File: src/rtl/sweepSeqPkg.sv
package sweepSeqPkg;

  typedef enum logic [2:0] {
    ST_IDLE,
    ST_LOAD,
    ST_HALT,
    ST_SETTLE,
    ST_SAMPLE,
    ST_DONE
  } seqState_t;

  typedef struct packed {
    logic clrIdx;
    logic incIdx;
    logic latchCfg;
    logic loadSettle;
    logic decSettle;
    logic loadSample;
    logic decSample;
  } seqStrobes_t;

endpackage

File: src/rtl/sweepSeqDatapath.sv
module sweepSeqDatapath
  import sweepSeqPkg::*;
#(
  parameter int ADDR_W    = 8,
  parameter int DATA_W    = 16,
  parameter int DELAY_W   = 20,
  parameter int IDX_W     = 8,
  parameter int CODE_W    = 3,
  parameter int BASE_LOG2 = 4,
  parameter logic [ADDR_W-1:0] LO_ADDR = 8'h14,
  parameter logic [ADDR_W-1:0] HI_ADDR = 8'h15
) (
  input  logic              clk,
  input  logic              rstN,
  input  seqStrobes_t       strobes,
  input  logic              regWrEn,
  input  logic [ADDR_W-1:0] regAddr,
  input  logic [DATA_W-1:0] regWrData,
  output logic [DATA_W-1:0] regRdData,
  input  logic [CODE_W-1:0] cfgCode,
  input  logic [IDX_W-1:0]  lastIdx,
  output logic [IDX_W-1:0]  pointIdx,
  output logic              settleZero,
  output logic              sampleZero,
  output logic              lastPoint
);

  localparam int HI_W  = DELAY_W - DATA_W;
  localparam int SMP_W = BASE_LOG2 + (1 << CODE_W) - 1;

  logic [DATA_W-1:0]  delayLo;
  logic [HI_W-1:0]    delayHi;
  logic [DELAY_W-1:0] settleCnt;
  logic [SMP_W-1:0]   sampleCnt;
  logic [CODE_W-1:0]  codeHeld;
  logic [SMP_W-1:0]   sampleLast;

  // delay registers
  always_ff @(posedge clk or negedge rstN) begin
    if (!rstN) begin
      delayLo <= '0;
      delayHi <= '0;
    end else if (regWrEn) begin
      if (regAddr == LO_ADDR) delayLo <= regWrData;
      if (regAddr == HI_ADDR) delayHi <= regWrData[HI_W-1:0];
    end
  end

  always_comb begin
    regRdData = '0;
    if (regAddr == LO_ADDR) regRdData = delayLo;
    else if (regAddr == HI_ADDR) regRdData = {{(DATA_W-HI_W){1'b0}}, delayHi};
  end

  // point index
  always_ff @(posedge clk or negedge rstN) begin
    if (!rstN) pointIdx <= '0;
    else if (strobes.clrIdx) pointIdx <= '0;
    else if (strobes.incIdx) pointIdx <= pointIdx + 1'b1;
  end

  assign lastPoint = (pointIdx == lastIdx);

  // sample code captured once per point
  always_ff @(posedge clk or negedge rstN) begin
    if (!rstN) codeHeld <= '0;
    else if (strobes.latchCfg) codeHeld <= cfgCode;
  end

  // count - 1 for 2^(BASE_LOG2+code) samples
  assign sampleLast = {SMP_W{1'b1}} >> (SMP_W - BASE_LOG2 - int'(codeHeld));

  // settle counter: delay captured at entry
  always_ff @(posedge clk or negedge rstN) begin
    if (!rstN) settleCnt <= '0;
    else if (strobes.loadSettle) settleCnt <= {delayHi, delayLo};
    else if (strobes.decSettle) settleCnt <= settleCnt - 1'b1;
  end

  always_ff @(posedge clk or negedge rstN) begin
    if (!rstN) sampleCnt <= '0;
    else if (strobes.loadSample) sampleCnt <= sampleLast;
    else if (strobes.decSample) sampleCnt <= sampleCnt - 1'b1;
  end

  assign settleZero = (settleCnt == '0);
  assign sampleZero = (sampleCnt == '0);

endmodule

File: src/rtl/sweepSeqControl.sv
module sweepSeqControl
  import sweepSeqPkg::*;
(
  input  logic        clk,
  input  logic        rstN,
  input  logic        sweepStart,
  input  logic        sweepStop,
  input  logic        resumeCmd,
  input  logic        cfgHalt,
  input  logic        settleZero,
  input  logic        sampleZero,
  input  logic        lastPoint,
  output seqStrobes_t strobes,
  output logic        stimOn,
  output logic        sampleGate,
  output logic        halted,
  output logic        pointDone,
  output logic        sweepDone,
  output logic        busy
);

  seqState_t state, nextState;

  always_ff @(posedge clk or negedge rstN) begin
    if (!rstN) state <= ST_IDLE;
    else state <= nextState;
  end

  always_comb begin
    nextState = state;
    strobes   = '0;
    if (sweepStop) begin
      nextState = ST_IDLE;
    end else if (sweepStart) begin
      nextState      = ST_LOAD;
      strobes.clrIdx = 1'b1;
    end else begin
      unique case (state)
        ST_IDLE: ;
        ST_LOAD: begin
          strobes.latchCfg = 1'b1;
          if (cfgHalt) begin
            nextState = ST_HALT;
          end else begin
            nextState          = ST_SETTLE;
            strobes.loadSettle = 1'b1;
          end
        end
        ST_HALT: begin
          if (resumeCmd) begin
            nextState          = ST_SETTLE;
            strobes.loadSettle = 1'b1;
          end
        end
        ST_SETTLE: begin
          if (settleZero) begin
            nextState          = ST_SAMPLE;
            strobes.loadSample = 1'b1;
          end else begin
            strobes.decSettle = 1'b1;
          end
        end
        ST_SAMPLE: begin
          if (sampleZero) nextState = ST_DONE;
          else strobes.decSample = 1'b1;
        end
        ST_DONE: begin
          if (lastPoint) begin
            nextState = ST_IDLE;
          end else begin
            nextState      = ST_LOAD;
            strobes.incIdx = 1'b1;
          end
        end
        default: nextState = ST_IDLE;
      endcase
    end
  end

  assign stimOn     = (state == ST_SETTLE) || (state == ST_SAMPLE);
  assign sampleGate = (state == ST_SAMPLE);
  assign halted     = (state == ST_HALT);
  assign pointDone  = (state == ST_DONE);
  assign sweepDone  = (state == ST_DONE) && lastPoint;
  assign busy       = (state != ST_IDLE);

endmodule

File: src/rtl/sweepSequencer.sv
module sweepSequencer
  import sweepSeqPkg::*;
#(
  parameter int ADDR_W    = 8,
  parameter int DATA_W    = 16,
  parameter int DELAY_W   = 20,
  parameter int IDX_W     = 8,
  parameter int CODE_W    = 3,
  parameter int BASE_LOG2 = 4
) (
  input  logic              clk,
  input  logic              rstN,
  input  logic              regWrEn,
  input  logic [ADDR_W-1:0] regAddr,
  input  logic [DATA_W-1:0] regWrData,
  output logic [DATA_W-1:0] regRdData,
  input  logic              sweepStart,
  input  logic              sweepStop,
  input  logic              resumeCmd,
  input  logic [IDX_W-1:0]  lastIdx,
  input  logic [CODE_W:0]   pointCfg,
  output logic [IDX_W-1:0]  pointIdx,
  output logic              stimOn,
  output logic              sampleGate,
  output logic              halted,
  output logic              pointDone,
  output logic              sweepDone,
  output logic              busy
);

  seqStrobes_t strobes;
  logic settleZero, sampleZero, lastPoint;

  sweepSeqControl u_ctrl (
    .clk        (clk),
    .rstN       (rstN),
    .sweepStart (sweepStart),
    .sweepStop  (sweepStop),
    .resumeCmd  (resumeCmd),
    .cfgHalt    (pointCfg[0]),
    .settleZero (settleZero),
    .sampleZero (sampleZero),
    .lastPoint  (lastPoint),
    .strobes    (strobes),
    .stimOn     (stimOn),
    .sampleGate (sampleGate),
    .halted     (halted),
    .pointDone  (pointDone),
    .sweepDone  (sweepDone),
    .busy       (busy)
  );

  sweepSeqDatapath #(
    .ADDR_W    (ADDR_W),
    .DATA_W    (DATA_W),
    .DELAY_W   (DELAY_W),
    .IDX_W     (IDX_W),
    .CODE_W    (CODE_W),
    .BASE_LOG2 (BASE_LOG2)
  ) u_dp (
    .clk        (clk),
    .rstN       (rstN),
    .strobes    (strobes),
    .regWrEn    (regWrEn),
    .regAddr    (regAddr),
    .regWrData  (regWrData),
    .regRdData  (regRdData),
    .cfgCode    (pointCfg[CODE_W:1]),
    .lastIdx    (lastIdx),
    .pointIdx   (pointIdx),
    .settleZero (settleZero),
    .sampleZero (sampleZero),
    .lastPoint  (lastPoint)
  );

endmodule

File: config.mk
export PLATFORM = sky130hd
export DESIGN_NAME = sweepSequencer
export DESIGN_NICKNAME = d
export VERILOG_FILES = /design/src/rtl/sweepSeqPkg.sv /design/src/rtl/sweepSeqDatapath.sv /design/src/rtl/sweepSeqControl.sv /design/src/rtl/sweepSequencer.sv
export SDC_FILE = /design/constraint.sdc
export NUM_CORES = 1
export LEC_CHECK = 0
export BUFFER_PORTS_ARGS = -buffer_cell sky130_fd_sc_hd__buf_2
export CAP_MARGIN = 10
export CORE_MARGIN = 2
export CORE_UTILIZATION = 50
export DETAILED_ROUTE_END_ITERATION = 6
export PLACE_DENSITY = 0.76
export SLEW_MARGIN = 0
export SYNTH_ARGS = -nofsm -noshare
export SYNTH_HDL_FRONTEND = slang
export SYNTH_SLANG_ARGS = --single-unit
File: constraint.sdc
create_clock -name clk -period 2.2 [get_ports clk]
set_input_delay 0.22 -clock clk [delete_from_list [all_inputs] [get_ports clk]]
set_output_delay 0.22 -clock clk [all_outputs]
set_load 0.02 [all_outputs]
==> results.ini, run 1 <==
[status]
status = finished, violations left
violations = negative setup slack

[floorplanning]
fp.dieW_um = 90.1
pin_count = 72
num_rows = 31
die_h_um = 90.1
start_util = 0.514
fp.coreArea_sq_um = 7210
dieArea_sq_um = 8120

[setup_path]
rr_endpoint = u_dp.settleCnt[3]
critPathKind = register to register
critPathMaxFanout = 6
r2r-start = u_dp.settleCnt[10]
cp_cell_sequence = or4_1 -> or4_4 -> o21ai_4 -> buf_4 -> o21ai_2 -> a221o_1
slowest_stage = or4_1
end_kind = register
cp_slowest_stage_delay_ps = 610
crit_required_ps = 2420
arrival_ps = 2590
start_kind = register
rr_worst_depth = 6
ff2ff_setup_slack_ps = -170

[timing]
min_period_ps = 2370
finalSetupViolCount = 13
rsz0062_at_grt = yes
worst_pin_slew_ps = 641
fmax_ghz = 0.422
worst_slack_ps = -168
slew_viol_final = 0
finalCritPeriodShare = 1.08
hold_slack_ps = 107
report.final.hold_viol_count = 0
max_slew_margin = 0.571
fin_skew_ps = 5.04

[power_and_ir_drop]
p_comb_frac = 0.280
internal_power_w = 0.00251
swShare = 0.296
total_power_w = 0.00356
ir_drop_v = 0.000446
power_density_nw_per_um2 = 715
leakage_nw = 2.44
pwr-share-clk = 0.329
p_seq_frac = 0.392
power_switching_w = 0.00105

[drt]
viasPerCell = 5.71
wl_per_cell_um = 16.3
detail_route.iter0.violations = 262
drc = 0
via_count = 3505
finalWirelength_um = 10000
drtPass1Iterations = 4
antenna_left = 0

[worst_hold_path]
hold_path.class = primary input to register
holdCritStartpoint = regWrData[13]
hold_depth = 2
hold_path_end = u_dp.delayLo[13]

[clock_tree]
cts_root_buffer = clkbuf_8
tritoncts = done
clk_latency_ps = 340
cts_max_level = 3
clock-sinks = 65
cts_made_buffers = 9
clk_pin_slew_ps = 70
cts.path.max_buffers = 2

[placement]
dpl.hpwl_um = 7180
portBuffers = 71
place.gp.congestion = 0.887
placed_area_sq_um = 4540
dp.cells = 593

[global_route]
gr-total-overflow = 0
grt_pass1_vias = 3392
antenna_found_initial = 0
grt_max_degree = 29
grt_pass1_wl_um = 16000
grtUsageTotal = 0.243

[finish]
diodes = 0
stdcell_count = 614
fin_util = 0.691
nFillCells = 575
drive_gt1_frac = 0.404
nNetsFinal = 558
layout_commonest_cell = buf_2
fin_area_sq_um = 4990
areaGrowthSynthToFinish_pct = 34.5
final_cell_mix = buf_2 (71), dfrtp_1 (65), buf_4 (52)

[logic_synthesis]
syn_area_per_cell_sq_um = 9.69
synth_area_sq_um = 3710
synth-seq-area-share = 0.438
yosysUniqueCellTypes = 61
synth_edf_count = 0
synthArstFlopShare = 1.00
ys_ff_latch = 65
syn_inst = 383
synth_nets = 430
yosys_warnings = 0
ys.flop_type = dfrtp_1

[flow_run]
maxCapViolCount = 0

[timing repair]
item / 4_1_cts / 5_1_grt
setup endpoints to repair: 17 / 35
pin swaps: 6 / 15
cloned: 0 / 0
endpoints found under the hold margin: 19 / 0
gates resized for setup: 14 / 29
hold buffers: 1 / 0
setup buffers: 2 / 3
[layout make-up]
cell class	count	area, sq um	share of cell area
multi-input cells	289	2110	0.423
flip-flops and latches	65	1630	0.326
repair buffers	132	846	0.170
clock buffers	13	169	0.0339
well taps	99	124	0.0248
clock inverters	2	60.1	0.0120
inverters	14	52.6	0.0105
[routing by layer]
metal  track usage  vias up  part of all wire  routed length, um
met3        0.0637       22             0.047                474
met1         0.311     1699              0.43               4280
li1              -     1666                 -                  -
met4        0.0654        0             0.021                209
met5             0        -                 0                  0
met2         0.409      118              0.50               5030
[power groups by stage]
stage	combinational, W	clock [W]	sequential [W]
6_report	0.000997	0.00117	0.00140
3_5_place_dp	0.000815	0	0.00141
5_1_grt	0.00108	0.00124	0.00141
2_1_floorplan	0.000434	0	0.00139
4_1_cts	0.000881	0.00119	0.00139
3_3_place_gp	0.000786	0	0.00140
[synth_stat cells, types with 4 or more instances]
master	instances	area (sq um)
dfrtp_1	65	1630
nor2_1	34	128
nand2_1	28	105
mux2_2	23	259
o21ai_0	23	115
and2_1	14	87.6
inv_1	14	52.6
nor3_1	12	60.1
nor4_1	12	75.1
a21oi_1	11	55.1
clkbuf_1	11	41.3
xor2_1	10	87.6
xnor2_1	9	78.8
a211oi_1	8	60.1
a31oi_1	8	50.1
nand3_1	8	40.0
ha_1	5	62.6
nand2b_1	5	31.3
a2111oi_0	4	35.0
a221o_1	4	40.0
a22o_1	4	35.0
mux2i_1	4	40.0
o41ai_1	4	35.0
or2_2	4	25.0
or4_1	4	30.0
[registers in the layout (all words and copies together), names as in the netlist]
name and count:
u_dp.pointIdx 8, u_dp.sampleCnt 11, u_dp.delayLo 16, u_dp.settleCnt 20
u_dp.delayHi 4, u_ctrl.state 3, u_dp.codeHeld 3
[kinds of logic (layout without fill, tap and decap cells)]
family / count (synthesis) / count (layout) / share of synthesized area
XOR/XNOR: 19 / 19 / 0.0449
AND/OR/NAND/NOR: 150 / 150 / 0.221
adder cells (fa/ha/maj): 5 / 5 / 0.0169
multiplexers: 27 / 27 / 0.0806
buffers and inverters: 29 / 161 / 0.0337
AO/OA/AOI/OAI: 88 / 88 / 0.165
flip-flops: 65 / 65 / 0.438
[worst max-delay path, delay by kind of cell, from the launching register on]
family                 cells  cell delay (ps)
AND/OR/NAND/NOR            2             1150
flip-flops                 1              370
buffers and inverters      1              150
AO/OA/AOI/OAI              3              570
[how the worst max path moves through the flow]
| stage | startpoint | to |
|---|---|---|
| 3_3_place_gp | u_dp.settleCnt[0] | u_dp.settleCnt[13] |
| 3_5_place_dp | u_dp.settleCnt[0] | u_dp.settleCnt[13] |
| 5_1_grt | u_dp.settleCnt[10] | u_dp.settleCnt[3] |
| 4_1_cts | u_dp.settleCnt[7] | u_dp.settleCnt[3] |
| 6_report | u_dp.settleCnt[10] | u_dp.settleCnt[3] |
| 2_1_floorplan | u_dp.settleCnt[5] | u_dp.settleCnt[3] |
[per-stage QoR]
stage	setup TNS (ps)	setup WS, ps
2_1_floorplan	-431	-133
3_5_place_dp	-957	-247
6_report	-961	-168
4_1_cts	-519	-94.6
3_3_place_gp	-521	-191
5_1_grt	-2260	-200
(Power assumes the default switching activity.)
==> run 2, diff against run 1 <==
--- a/config.mk
+++ b/config.mk
@@ -6,7 +6,8 @@
 export NUM_CORES = 1
 export LEC_CHECK = 0
 export BUFFER_PORTS_ARGS = -buffer_cell sky130_fd_sc_hd__buf_2
-export CAP_MARGIN = 10
+export CAP_MARGIN = 20
+export CORE_ASPECT_RATIO = 2
 export CORE_MARGIN = 2
 export CORE_UTILIZATION = 50
 export DETAILED_ROUTE_END_ITERATION = 6
==> run 2 against run 1 <==
  * The run still ends with negative setup slack left
  * First-iteration DRC count grew 6.9%
  * Critical path depth is the same
  * Worst setup slack gained 37 ps
  * Register-to-register slack gained 40 ps
  * Clock skew is essentially flat
  * Final cell count grew 0.81%
  * Hold slack gained 16 ps
  * Non-clock buffer count grew 11
  * Largest cell class unchanged
==> results.ini, run 2 (synthesis gave the netlist of run 1 again) <==
[timing]
fmax_ghz = 0.429  ; +1.6%
fin_skew_ps = 5.48  ; +0.438 ps
rsz0062_at_grt = yes
finalCritPeriodShare = 1.06  ; -0.0169
finalSetupViolCount = 18  ; +5
report.final.hold_viol_count = 0  ; unchanged
slew_viol_final = 0  ; unchanged
worst_slack_ps = -131  ; +37.2 ps
min_period_ps = 2330  ; -37.2 ps
max_slew_margin = 0.538  ; -0.0335
worst_pin_slew_ps = 692  ; +50.2 ps

[floorplanning]
num_rows = 44  ; +42%
die_h_um = 126  ; +40%
start_util = 0.514  ; about the same
dieArea_sq_um = 8170  ; +0.52%
fp.coreArea_sq_um = 7210  ; about the same
pin_count = 72  ; unchanged
fp.dieW_um = 64.9  ; -28%

[drt]
drc = 0  ; unchanged
detail_route.iter0.violations = 280  ; +6.9%
drtPass1Iterations = 4  ; unchanged
antenna_left = 0  ; unchanged
via_count = 3570  ; +1.9%
viasPerCell = 5.77  ; +1.0%
wl_per_cell_um = 17.1  ; +5.1%
finalWirelength_um = 10600  ; +6.0%

[setup_path]
cp_cell_sequence = or4_4 -> or4_4 -> o21ai_4 -> buf_6 -> o21ai_2 -> a221o_1
critPathMaxFanout = 6  ; unchanged
crit_top_cell = or4_4
cp_slowest_stage_delay_ps = 580  ; -30 ps
start_kind = register
slowest_stage = or4_4
crit_required_ps = 2410  ; about the same
end_kind = register
arrival_ps = 2540  ; -50 ps
cp_top_family = simple AND/OR/NAND/NOR gates
critPathKind = register to register
worst-path-buf-inv = 1  ; unchanged
ff2ff_setup_slack_ps = -130  ; +40 ps

[clock_tree]
cts_max_level = 3  ; unchanged
clk_pin_slew_ps = 50  ; -20 ps
clk_latency_ps = 330  ; about the same
clock-sinks = 65  ; unchanged
cts.path.max_buffers = 2  ; unchanged
cts_root_buffer = clkbuf_16
tritoncts = done
cts_made_buffers = 9  ; unchanged

[finish]
areaGrowthSynthToFinish_pct = 39.8
nNetsFinal = 569  ; +2.0%
largestRegisters = u_dp.settleCnt (20), u_dp.delayLo (16), u_dp.sampleCnt (11)
stdcell_count = 619  ; +0.81%
layout_commonest_cell = buf_2
largest_register = u_dp.settleCnt
largest_reg_flops = 20  ; unchanged
diodes = 0  ; unchanged
drive_gt1_frac = 0.427  ; +0.0231
nFillCells = 543  ; -5.6%
final_cell_mix = buf_2 (72), dfrtp_1 (65), buf_4 (60)

[flow_run]
maxCapViolCount = 0  ; unchanged

[placement]
dp.cells = 590  ; -0.51%
portBuffers = 71  ; unchanged
pre_cts_slack_ps = -152  ; +94.8 ps
dpl.hpwl_um = 7370  ; +2.6%
place.gp.congestion = 0.906  ; +2.2%

[power_and_ir_drop]
ir_drop_v = 0.000706  ; +58%
leakage_nw = 2.56  ; +4.8%
power_density_nw_per_um2 = 724  ; +1.3%

[worst_hold_path]
hold_path.class = primary input to register

[global_route]
gr-total-overflow = 0  ; unchanged
grtUsageTotal = 0.266  ; +0.0233
grt_pass1_wl_um = 16800  ; +5.4%
antenna_found_initial = 0  ; unchanged
grt_pass1_vias = 3664  ; +8.0%
grt_max_degree = 47  ; +62%

[status]
violations = negative setup slack
status = finished, violations left

-- run 2: changes by cell type in the layout (fill, tap and decap cells not counted), sizes merged --
cell / change
bufinv: -2
buf: +11
clkinv: +2
clkbuf: +1
-- run 2: worst paths after layout --
| path | cells past startpoint | start | end |
|---|---|---|---|
| min in group asynchronous | 2 | rstN | u_dp.delayLo[6] |
| hold reg to reg | 2 | u_dp.delayLo[12] | u_dp.settleCnt[12] |
| setup / recovery | 6 | u_dp.settleCnt[7] | u_dp.settleCnt[3] |
| setup reg to reg | 6 | u_dp.settleCnt[7] | u_dp.settleCnt[3] |
| max in group asynchronous | 3 | rstN | u_dp.codeHeld[1] |
| hold / removal | 2 | regWrData[4] | u_dp.delayLo[4] |
-- run 2: routing by layer --
metal,track usage,vias to the layer above,share of wire
met5,0,-,0
met4,0.189,0,0.047
met3,0.0366,33,0.034
met2,0.477,96,0.57
met1,0.273,1756,0.35
li1,-,1685,-
-- run 2: through the flow --
| step | total power, W | TNS, ps | hold slack (ps) | area (sq um) | utilization |
|---|---|---|---|---|---|
| after global routing | 0.00391 | -2240 | 120 | 5180 | 0.719 |
| after floorplan | 0.00183 | -431 | -75.6 | 3720 | - |
| after global placement | 0.00219 | -518 | 208 | 4570 | 0.634 |
| after detailed placement | 0.00221 | -1180 | 217 | 4570 | 0.634 |
| after CTS | 0.00364 | -950 | 118 | 5020 | 0.697 |
| final | 0.00375 | -1340 | 124 | 5180 | 0.719 |
-- run 2: where the power goes --
group	internal (W)	switching (W)
clock	0.000881	0.000487
combinational	0.000468	0.000505
sequential	0.00129	0.000117
-- run 2: final cells by class --
class / count / area (sq um) / share of cell area
multi-input cells: 289 / 2150 / 0.414
repair buffers: 143 / 951 / 0.183
clock inverters: 2 / 10.0 / 0.00193
inverters: 14 / 52.6 / 0.0101
well taps: 92 / 115 / 0.0222
clock buffers: 14 / 284 / 0.0548
flip-flops and latches: 65 / 1630 / 0.314
-- run 2: repair_timing --
action	CTS	global route
gates resized for setup	23	27
setup endpoints to repair	20	34
hold buffers	1	0
buffers inserted	7	5
pin swaps	12	11
hold endpoints to repair	19	0
gates cloned	0	0
==> run 3, diff against run 2 <==
--- a/config.mk
+++ b/config.mk
@@ -10,6 +10,8 @@
 export CORE_ASPECT_RATIO = 2
 export CORE_MARGIN = 2
 export CORE_UTILIZATION = 50
+export CTS_BUF_LIST = sky130_fd_sc_hd__clkbuf_16
+export CTS_CLUSTER_SIZE = 10
 export DETAILED_ROUTE_END_ITERATION = 6
 export PLACE_DENSITY = 0.76
 export SLEW_MARGIN = 0
==> run 3 against run 2 <==
  * The run still ends with negative setup slack left
  * Clock power down 11%
  * Critical endpoint is now u_dp.settleCnt[7]
  * Register-to-register slack lost 20 ps
  * Largest power group unchanged
  * Hold slack got worse by 2.4 ps
  * Worst setup slack got worse by 18 ps
==> results.ini, run 3 (synthesis gave the netlist of run 1 again) <==
[status]
status = finished, violations left
violations = negative setup slack

[global_route]
gr-total-overflow = 0  ; unchanged
grt_use_met1 = 0.268  ; -0.00550
grtUsageTotal = 0.262  ; -0.00430
grt_pass1_wl_um = 16600  ; -1.7%
busiest_layer = met2
grtUsageMet3 = 0.0366  ; unchanged
antenna_found_initial = 0  ; unchanged
met2_usage = 0.473  ; -0.00364
grt_max_degree = 47  ; unchanged
grt_pass1_vias = 3608  ; -1.5%

[clock_tree]
clk_pin_slew_ps = 50  ; about the same
clk_latency_ps = 330  ; about the same
clock-sinks = 65  ; unchanged
cts.path.max_buffers = 2  ; unchanged
cts_made_buffers = 9  ; unchanged
tritoncts = done
cts_max_level = 3  ; unchanged
cts_root_buffer = clkbuf_16

[worst_hold_path]
hold_path.class = primary input to register

[finish]
fin_area_sq_um = 5090  ; -1.8%
drive_gt1_frac = 0.412  ; -0.0147
largestRegisters = u_dp.settleCnt (20), u_dp.delayLo (16), u_dp.sampleCnt (11)
stdcell_count = 616  ; -0.48%
areaGrowthSynthToFinish_pct = 37.3
diodes = 0  ; unchanged
nNetsFinal = 566  ; -0.53%
layout_commonest_cell = buf_2
largest_register = u_dp.settleCnt
final_cell_mix = buf_2 (72), dfrtp_1 (65), buf_4 (58)
fin_util = 0.706  ; -0.0127
largest_reg_flops = 20  ; unchanged

[setup_path]
worst-path-buf-inv = 1  ; unchanged
critPathMaxFanout = 8  ; +2
end_kind = register
crit_top_cell = or4_4
critPathKind = register to register
crit_required_ps = 2410  ; about the same
start_kind = register
cp_slowest_stage_delay_ps = 590  ; about the same
cp_cell_sequence = or4_4 -> or4_4 -> o21ai_4 -> buf_6 -> a21oi_2 -> a221o_1
slowest_stage = or4_4
arrival_ps = 2560  ; +20 ps
cp_top_family = simple AND/OR/NAND/NOR gates

[flow_run]
maxCapViolCount = 0  ; unchanged

[timing]
fmax_ghz = 0.426  ; -0.76%
max_slew_margin = 0.544  ; +0.00578
rsz0062_at_grt = yes
worst_slack_ps = -149  ; -17.8 ps
finalCritPeriodShare = 1.07  ; +0.00809
worst_pin_slew_ps = 683  ; -8.64 ps
fin_skew_ps = 4.26  ; -1.22 ps
finalSetupViolCount = 21  ; +3
report.final.hold_viol_count = 0  ; unchanged
min_period_ps = 2350  ; +17.8 ps
hold_slack_ps = 121  ; -2.41 ps
slew_viol_final = 0  ; unchanged

[drt]
viasPerCell = 5.78  ; +0.15%
drc = 0  ; unchanged
wl_per_cell_um = 16.6  ; -2.9%
detail_route.iter0.violations = 274  ; -2.1%
antenna_left = 0  ; unchanged
finalWirelength_um = 10200  ; -3.4%
drtPass1Iterations = 4  ; unchanged
via_count = 3558  ; -0.34%

[power_and_ir_drop]
leakage_nw = 2.52  ; -1.4%
power_density_nw_per_um2 = 697  ; -3.7%
ir_drop_v = 0.000658  ; -6.9%

[placement]
place.gp.congestion = 0.906  ; unchanged
portBuffers = 71  ; unchanged
placed_area_sq_um = 4570  ; unchanged
dpl.hpwl_um = 7370  ; unchanged
dp.cells = 590  ; unchanged

[floorplanning]
start_util = 0.514  ; unchanged
fp.dieW_um = 64.9  ; unchanged
pin_count = 72  ; unchanged
fp.coreArea_sq_um = 7210  ; unchanged
num_rows = 44  ; unchanged
die_h_um = 126  ; unchanged
dieArea_sq_um = 8170  ; unchanged

-- run 3: cell count changes in the layout (fill, tap and decap cells not counted), moves of 2 or more --
cell | before | now
clkbuf_8 | 4 | 0
inv_1 | 13 | 15
clkinv_1 | 0 | 4
buf_4 | 60 | 58
nor4_4 | 2 | 0
-- run 3: timing repair --
action | 4_1_cts | 5_1_grt
buffers inserted | 6 | 3
hold endpoints to repair | 19 | 0
hold buffers | 1 | 0
pin swaps | 10 | 12
endpoints found under the setup margin | 20 | 33
gates resized for setup | 20 | 25
-- run 3: final timing paths --
kind                            cells past startpoint               from  slack (ps)                  to
max in group asynchronous                           3               rstN        1150    u_dp.delayLo[15]
worst max-delay path                                6  u_dp.settleCnt[7]        -150   u_dp.settleCnt[7]
min in group asynchronous                           2               rstN         420     u_dp.delayLo[4]
worst min-delay path                                2       regWrData[4]         120     u_dp.delayLo[4]
worst min register to register                      2   u_dp.delayLo[14]         500  u_dp.settleCnt[14]
worst max register to register                      6  u_dp.settleCnt[7]        -150   u_dp.settleCnt[7]
-- run 3: metal layers --
| metal | routed length (um) | share of wire |
|---|---|---|
| met1 | 3620 | 0.35 |
| met2 | 5780 | 0.56 |
| met3 | 336 | 0.033 |
| met4 | 495 | 0.048 |
| met5 | 0 | 0 |
-- run 3: area by class of cell --
class	count	area, sq um
Multi-Input combinational cell	289	2120
Fill cell	567	2120
Sequential cell	65	1630
Timing Repair Buffer	140	925
Tap cell	92	115
Clock buffer	9	225
Clock inverter	7	28.8
Inverter	14	52.6
-- run 3: per-stage QoR --
step | setup TNS (ps) | total power (W) | setup WS (ps)
after floorplan | -431 | 0.00183 | -133
after global placement | -518 | 0.00219 | -86.5
after detailed placement | -1180 | 0.00221 | -152
after CTS | -994 | 0.00347 | -121
after global routing | -3100 | 0.00372 | -197
final | -1750 | 0.00355 | -149
-- run 3: worst register-to-register path, delay by kind of cell, from the launching register on --
family / cells / cell delay [ps]
AOI/OAI and AO/OA: 3 / 540
and+or+nand+nor: 2 / 1140
DFF: 1 / 370
buffers and inverters: 1 / 170
-- run 3: power breakdown --
| group | switching (W) | internal, W | total [W] |
|---|---|---|---|
| clock network | 0.000481 | 0.000736 | 0.00122 |
| registers | 0.000107 | 0.00130 | 0.00140 |
| logic | 0.000481 | 0.000451 | 0.000932 |
